[src/rtl/i2cm_pkg.sv]
package i2cm_pkg;
   typedef enum logic [1:0] {
      CMD_START = 2'd0,
      CMD_WRITE = 2'd1,
      CMD_READ  = 2'd2,
      CMD_STOP  = 2'd3
   } cmd_e;

   typedef enum logic [1:0] {
      BOP_START = 2'd0,
      BOP_STOP  = 2'd1,
      BOP_BIT   = 2'd2
   } bop_e;

   localparam int BYTE_BITS = 8;
endpackage

[src/rtl/i2cm_sync.sv]
module i2cm_sync #(
   parameter int WIDTH  = 2,
   parameter int STAGES = 2
) (
   input  logic             clk,
   input  logic             rst_n,
   input  logic [WIDTH-1:0] d,
   output logic [WIDTH-1:0] q
);
   generate
      if (STAGES < 2) begin : g_bad_stages
         $error("i2cm_sync: STAGES must be at least 2");
      end
   endgenerate

   logic [WIDTH-1:0] chain [STAGES];

   genvar s;
   generate
      for (s = 0; s < STAGES; s++) begin : g_stage
         if (s == 0) begin : g_first
            always_ff @(posedge clk or negedge rst_n) begin
               if (!rst_n) chain[s] <= '1;
               else        chain[s] <= d;
            end
         end else begin : g_next
            always_ff @(posedge clk or negedge rst_n) begin
               if (!rst_n) chain[s] <= '1;
               else        chain[s] <= chain[s-1];
            end
         end
      end
   endgenerate

   assign q = chain[STAGES-1];
endmodule

[src/rtl/i2cm_bit_eng.sv]
module i2cm_bit_eng
   import i2cm_pkg::*;
#(
   parameter int DIV_W = 8
) (
   input  logic             clk,
   input  logic             rst_n,
   input  logic             go,
   input  bop_e             op,
   input  logic             tx_bit,
   input  logic             arb_en,
   input  logic [DIV_W-1:0] half_div,
   input  logic             scl_s,
   input  logic             sda_s,
   output logic             done,
   output logic             rx_bit,
   output logic             lost,
   output logic             scl_oe,
   output logic             sda_oe
);
   typedef enum logic [3:0] {
      E_IDLE, E_S1, E_S2, E_S3, E_S4, E_P1, E_P2, E_P3, E_B1, E_B2
   } est_e;

   est_e             st;
   logic [DIV_W-1:0] cnt;
   logic             hi_seen;
   logic             tx_q;
   logic             arb_q;
   logic             tick;

   assign tick = (cnt == '0);

   always_ff @(posedge clk or negedge rst_n) begin
      if (!rst_n) begin
         st      <= E_IDLE;
         cnt     <= '0;
         hi_seen <= 1'b0;
         done    <= 1'b0;
         lost    <= 1'b0;
         rx_bit  <= 1'b0;
         scl_oe  <= 1'b0;
         sda_oe  <= 1'b0;
         tx_q    <= 1'b1;
         arb_q   <= 1'b0;
      end else begin
         done <= 1'b0;
         lost <= 1'b0;
         case (st)
            E_IDLE: if (go) begin
               cnt     <= half_div;
               hi_seen <= 1'b0;
               tx_q    <= tx_bit;
               arb_q   <= arb_en;
               case (op)
                  BOP_START: begin sda_oe <= 1'b0; st <= E_S1; end
                  BOP_STOP:  begin scl_oe <= 1'b1; sda_oe <= 1'b1; st <= E_P1; end
                  default:   begin sda_oe <= !tx_bit; st <= E_B1; end
               endcase
            end
            E_S1, E_P1, E_B1: begin
               if (tick) begin
                  scl_oe <= 1'b0;
                  cnt    <= half_div;
                  st     <= (st == E_S1) ? E_S2 : ((st == E_P1) ? E_P2 : E_B2);
               end else cnt <= cnt - 1'b1;
            end
            E_S2, E_P2, E_B2: begin
               if (!hi_seen) begin
                  if (scl_s) begin
                     hi_seen <= 1'b1;
                     cnt     <= half_div;
                     if (st == E_B2) begin
                        rx_bit <= sda_s;
                        if (arb_q && tx_q && !sda_s) begin
                           lost   <= 1'b1;
                           done   <= 1'b1;
                           scl_oe <= 1'b0;
                           sda_oe <= 1'b0;
                           st     <= E_IDLE;
                        end
                     end
                  end
               end else if (tick) begin
                  hi_seen <= 1'b0;
                  cnt     <= half_div;
                  case (st)
                     E_S2:    begin sda_oe <= 1'b1; st <= E_S3; end
                     E_P2:    begin sda_oe <= 1'b0; st <= E_P3; end
                     default: begin scl_oe <= 1'b1; done <= 1'b1; st <= E_IDLE; end
                  endcase
               end else cnt <= cnt - 1'b1;
            end
            E_S3: begin
               if (tick) begin
                  scl_oe <= 1'b1;
                  cnt    <= half_div;
                  st     <= E_S4;
               end else cnt <= cnt - 1'b1;
            end
            E_S4, E_P3: begin
               if (tick) begin
                  done <= 1'b1;
                  st   <= E_IDLE;
               end else cnt <= cnt - 1'b1;
            end
            default: st <= E_IDLE;
         endcase
      end
   end
endmodule

[src/rtl/i2c_arb_master.sv]
module i2c_arb_master
   import i2cm_pkg::*;
#(
   parameter int DIV_W       = 8,
   parameter int SYNC_STAGES = 2
) (
   input  logic             clk,
   input  logic             rst_n,
   input  logic [DIV_W-1:0] half_div,
   input  logic             cmd_valid,
   input  logic [1:0]       cmd_code,
   input  logic [7:0]       cmd_byte,
   input  logic             cmd_nack,
   output logic             busy,
   output logic             done,
   output logic             ack_ok,
   output logic [7:0]       rx_byte,
   output logic             arb_lost,
   input  logic             scl_i,
   input  logic             sda_i,
   output logic             scl_oe,
   output logic             sda_oe
);
   localparam int IDX_W = $clog2(BYTE_BITS + 1);
   localparam logic [IDX_W-1:0] LAST_DATA = IDX_W'(BYTE_BITS - 1);
   localparam logic [IDX_W-1:0] ACK_SLOT  = IDX_W'(BYTE_BITS);

   generate
      if (DIV_W < 1) begin : g_bad_div
         $error("i2c_arb_master: DIV_W must be at least 1");
      end
   endgenerate

   logic             scl_s, sda_s;
   logic             eng_done, eng_rx, eng_lost;
   logic             go, tx, arb_en;
   bop_e             op;
   cmd_e             cur;
   logic [7:0]       sh;
   logic [IDX_W-1:0] idx;
   logic             nack_q;
   cmd_e             req;

   assign req = cmd_e'(cmd_code);

   i2cm_sync #(.WIDTH(2), .STAGES(SYNC_STAGES)) u_sync (
      .clk   (clk),
      .rst_n (rst_n),
      .d     ({scl_i, sda_i}),
      .q     ({scl_s, sda_s})
   );

   i2cm_bit_eng #(.DIV_W(DIV_W)) u_eng (
      .clk      (clk),
      .rst_n    (rst_n),
      .go       (go),
      .op       (op),
      .tx_bit   (tx),
      .arb_en   (arb_en),
      .half_div (half_div),
      .scl_s    (scl_s),
      .sda_s    (sda_s),
      .done     (eng_done),
      .rx_bit   (eng_rx),
      .lost     (eng_lost),
      .scl_oe   (scl_oe),
      .sda_oe   (sda_oe)
   );

   always_ff @(posedge clk or negedge rst_n) begin
      if (!rst_n) begin
         busy     <= 1'b0;
         done     <= 1'b0;
         ack_ok   <= 1'b0;
         rx_byte  <= '0;
         arb_lost <= 1'b0;
         go       <= 1'b0;
         tx       <= 1'b1;
         arb_en   <= 1'b0;
         op       <= BOP_START;
         cur      <= CMD_START;
         sh       <= '0;
         idx      <= '0;
         nack_q   <= 1'b1;
      end else begin
         go   <= 1'b0;
         done <= 1'b0;
         if (!busy) begin
            if (cmd_valid) begin
               busy     <= 1'b1;
               go       <= 1'b1;
               cur      <= req;
               arb_lost <= 1'b0;
               sh       <= cmd_byte;
               nack_q   <= cmd_nack;
               idx      <= '0;
               case (req)
                  CMD_START: op <= BOP_START;
                  CMD_STOP:  op <= BOP_STOP;
                  CMD_WRITE: begin
                     op     <= BOP_BIT;
                     tx     <= cmd_byte[7];
                     arb_en <= 1'b1;
                     ack_ok <= 1'b0;
                  end
                  default: begin
                     op      <= BOP_BIT;
                     tx      <= 1'b1;
                     arb_en  <= 1'b0;
                     rx_byte <= '0;
                  end
               endcase
            end
         end else if (eng_done) begin
            if (eng_lost) begin
               arb_lost <= 1'b1;
               busy     <= 1'b0;
               done     <= 1'b1;
            end else if (cur == CMD_START || cur == CMD_STOP) begin
               busy <= 1'b0;
               done <= 1'b1;
            end else if (idx == ACK_SLOT) begin
               if (cur == CMD_WRITE) ack_ok <= !eng_rx;
               busy <= 1'b0;
               done <= 1'b1;
            end else begin
               if (cur == CMD_READ) rx_byte <= {rx_byte[6:0], eng_rx};
               sh  <= {sh[6:0], 1'b0};
               idx <= idx + 1'b1;
               go  <= 1'b1;
               if (idx == LAST_DATA) begin
                  tx     <= (cur == CMD_WRITE) ? 1'b1 : nack_q;
                  arb_en <= 1'b0;
               end else begin
                  tx     <= (cur == CMD_WRITE) ? sh[6] : 1'b1;
                  arb_en <= (cur == CMD_WRITE);
               end
            end
         end
      end
   end
endmodule

[config.mk]
export PLATFORM = sky130hd
export DESIGN_NAME = i2c_arb_master
export DESIGN_NICKNAME = d
export VERILOG_FILES = /design/src/rtl/i2cm_pkg.sv /design/src/rtl/i2cm_sync.sv /design/src/rtl/i2cm_bit_eng.sv /design/src/rtl/i2c_arb_master.sv
export SDC_FILE = /design/constraint.sdc
export NUM_CORES = 1
export LEC_CHECK = 0
export ABC_AREA = 1
export BUFFER_PORTS_ARGS = -buffer_cell sky130_fd_sc_hd__buf_2
export CORE_ASPECT_RATIO = 0.5
export CORE_MARGIN = 2
export CORE_UTILIZATION = 25
export CTS_BUF_LIST = sky130_fd_sc_hd__clkbuf_4 sky130_fd_sc_hd__clkbuf_8
export DETAILED_ROUTE_END_ITERATION = 7
export PLACE_DENSITY_LB_ADDON = 0.3
export SYNTH_ARGS = -nofsm -noshare
export SYNTH_HDL_FRONTEND = slang
export SYNTH_SLANG_ARGS = --single-unit
[constraint.sdc]
create_clock -name clk -period 4.5 [get_ports clk]
set_clock_uncertainty 0.15 [all_clocks]
set_input_delay 1.125 -clock clk [delete_from_list [all_inputs] [get_ports clk]]
set_output_delay 1.125 -clock clk [all_outputs]
set_load 0.02 [all_outputs]
==> out/metrics.yaml <==
synth_fp_nets: 448
worstPathArrival_ns: 2.79
fin_hold_ws_ns: 0.213
r2r_slack_ns: 1.78
drc: 0
cts_tree: "yes"
min_from: "u_sync.chain[3]"
drv_cap: 0
cts.sinks: 55
nFillCells: 1369
clk_pin_slew_worst_paths_ns: 0.11
chipWidth_um: 163
hold_depth: 0
dieArea_um2: 13700
htree_levels: 2
nets: 484
ys_seq_area_frac: 0.437
drt-total-wl_mm: 7.43
drt_iter0_drc: 233
syn2layout_area_growth_pct: 14.9
viasPerCell: 4.35
syn_area_um2: 3170
cp_common_cell: "nand2_1"
cts-root-buf: "clkbuf_8"
holdBufCountCts: 0
rows: 29
fin_util: 0.291
initial_utilization: 0.253
hold_end: "u_sync.q[1]"
crit_chain: "inv_1, nand2_1, nand2_1, inv_1, a21oi_2, nand2_1, o21ai_0"
cp.required_ns: 4.57
rsz0062_at_grt: "no"
reg2reg_depth: 7
worstPathMaxFanout: 22
max_stage_delay_ns: 0.79
drtPass1Iterations: 4
coreArea_um2: 12500
post-route-period-util: 0.604
synth_seq_cells: 55
crit_slowest_cell: "dfrtp_1"
worst-path-buf-inv: 2
critPathLaunchType: "flip-flop"
setup_tns_ns: 0
slew-limit-headroom: 0.367
r2r-start: "busy"
clk_latency_ns: 0.32
final_max_slew_viol_count: 0
layout_setup_ws_ns: 1.78
syn_inst: 415
min_period_ns: 2.72
grt_pass1_vias: 2610
peakVddDrop_mv: 0.194
outcome: "finished, final reports clean"
vias: 2703
postCtsSetupBuffers: 0
grt_pass1_wl_mm: 12.8
die_y_um: 83.6
r2r_end: "arb_en"
grt_overflow_total: 0
finalHoldViolCount: 0
ys.warnings.count: 0
ios: 38
antenna_left: 0
synth_area_per_cell_um2: 7.64
min_path_type: "flip-flop to flip-flop"
setup_viol: 0
drive_gt1_frac: 0.190
clock.fmax_ghz: 0.368
path_class: "flip-flop to flip-flop"
crit_family: "simple AND/OR/NAND/NOR gates"
place_ws_ns: 1.67
worst_pin_slew_ns: 0.950
wl_per_cell_um: 11.9
cts_resized: 0
port_buffers: 37
end_kind: "flip-flop"
clockBufferDepth: 2
synth_cell_types: 41
grt_max_degree: 32
antenna_found_initial: 0
p_per_area_nw_per_um2: 582
cts_buffers: 5
gp_congestion: 0.816
antenna_cells: 0
track_usage: 0.116
post-dp-hpwl_mm: 5.53
leakage_nw: 1.86
-- power by group --
| part | internal, mW | total [mW] | switching, mW |
|---|---|---|---|
| Combinational | 0.354 | 1.01 | 0.656 |
| Clock | 0.175 | 0.356 | 0.181 |
| Sequential | 0.631 | 0.753 | 0.122 |
| Total | 1.16 | 2.12 | 0.959 |
-- metal layers --
metal | global-route usage | wire, um | vias to the layer above
met4 | 0.0298 | 76 | 0
li1 | - | - | 1413
met2 | 0.185 | 3300 | 35
met5 | 0 | 0 | -
met3 | 0.0238 | 223 | 8
met1 | 0.160 | 3830 | 1247
-- cell usage in the layout (no fill, tap or decap), types with 2 or more instances in the layout --
master / instances
a31oi_1: 6
o31ai_1: 2
nor2_1: 32
nor2_2: 8
inv_6: 2
clkbuf_8: 5
or2_1: 2
nand4_1: 7
nand2_1: 118
nand2_2: 8
dfstp_2: 7
xor2_1: 3
nand3_1: 35
ha_1: 9
a21oi_1: 8
a22o_1: 2
nand2_4: 2
dfrtp_1: 48
inv_1: 49
o21ai_1: 2
nand3_2: 2
inv_2: 4
o21ai_0: 31
nor3_1: 4
nor4_1: 2
nor3_4: 2
buf_2: 37
o211ai_1: 2
-- registers in the layout, summed over array words and instances, names as in the netlist, 2 cells and up --
signal,flops
cur,2
idx,4
op,2
rx_byte,8
sh,7
u_eng.cnt,8
u_eng.st,4
u_sync.chain,2
u_sync.q,2
-- through the flow --
step,total power [mW],std cells,cell area (um^2)
final,2.12,622,3640
after global routing,2.34,622,3640
after CTS,2.14,622,3640
after detailed placement,1.77,614,3530
after global placement,1.77,614,3530
after floorplan,1.56,415,3170
-- worst max path at each step --
stage / start / to / depth (start not counted)
3_3_place_gp: cmd_code[0] / rx_byte[3] / 7
3_5_place_dp: cmd_code[0] / rx_byte[3] / 6
2_1_floorplan: cmd_code[0] / rx_byte[7] / 7
5_1_grt: busy / arb_en / 7
4_1_cts: busy / arb_en / 7
6_report: busy / arb_en / 7
-- cell type report --
type,count,area [um^2],area share
multi-input cells,296,1520,0.418
well taps,170,213,0.0584
repair buffers,38,193,0.0529
clock buffers,6,76.3,0.0209
clock inverters,2,38.8,0.0106
inverters,55,214,0.0587
flip-flops and latches,55,1390,0.380
-- cell families after synthesis --
| group | synth area share |
|---|---|
| flops | 0.437 |
| buf+inv | 0.0828 |
| mux | 0.00355 |
| compound gates | 0.102 |
| fa+ha+maj | 0.0355 |
| simple gates | 0.331 |
| xor+xnor | 0.00829 |
-- cell usage after synthesis, drive strengths merged --
cell type	count	area share
a31oi	6	0.012
a21oi	9	0.015
nand2	128	0.16
nor4	2	0.0039
buf	6	0.012
nand3	38	0.067
dfstp	7	0.058
nor3	6	0.017
nand4	8	0.018
xor2	3	0.0083
nand3b	1	0.0024
inv	55	0.067
a22o	2	0.0055
o211ai	2	0.0047
nor2	41	0.057
mux2	1	0.0036
or2	2	0.0039
dfrtp	48	0.38
o21ai	33	0.052
clkbuf	3	0.0036
o21a	1	0.0024
o221ai	1	0.0028
a21boi	1	0.0024
ha	9	0.036
o31ai	2	0.0047
No activity file was read; power rests on OpenSTA's default activity.
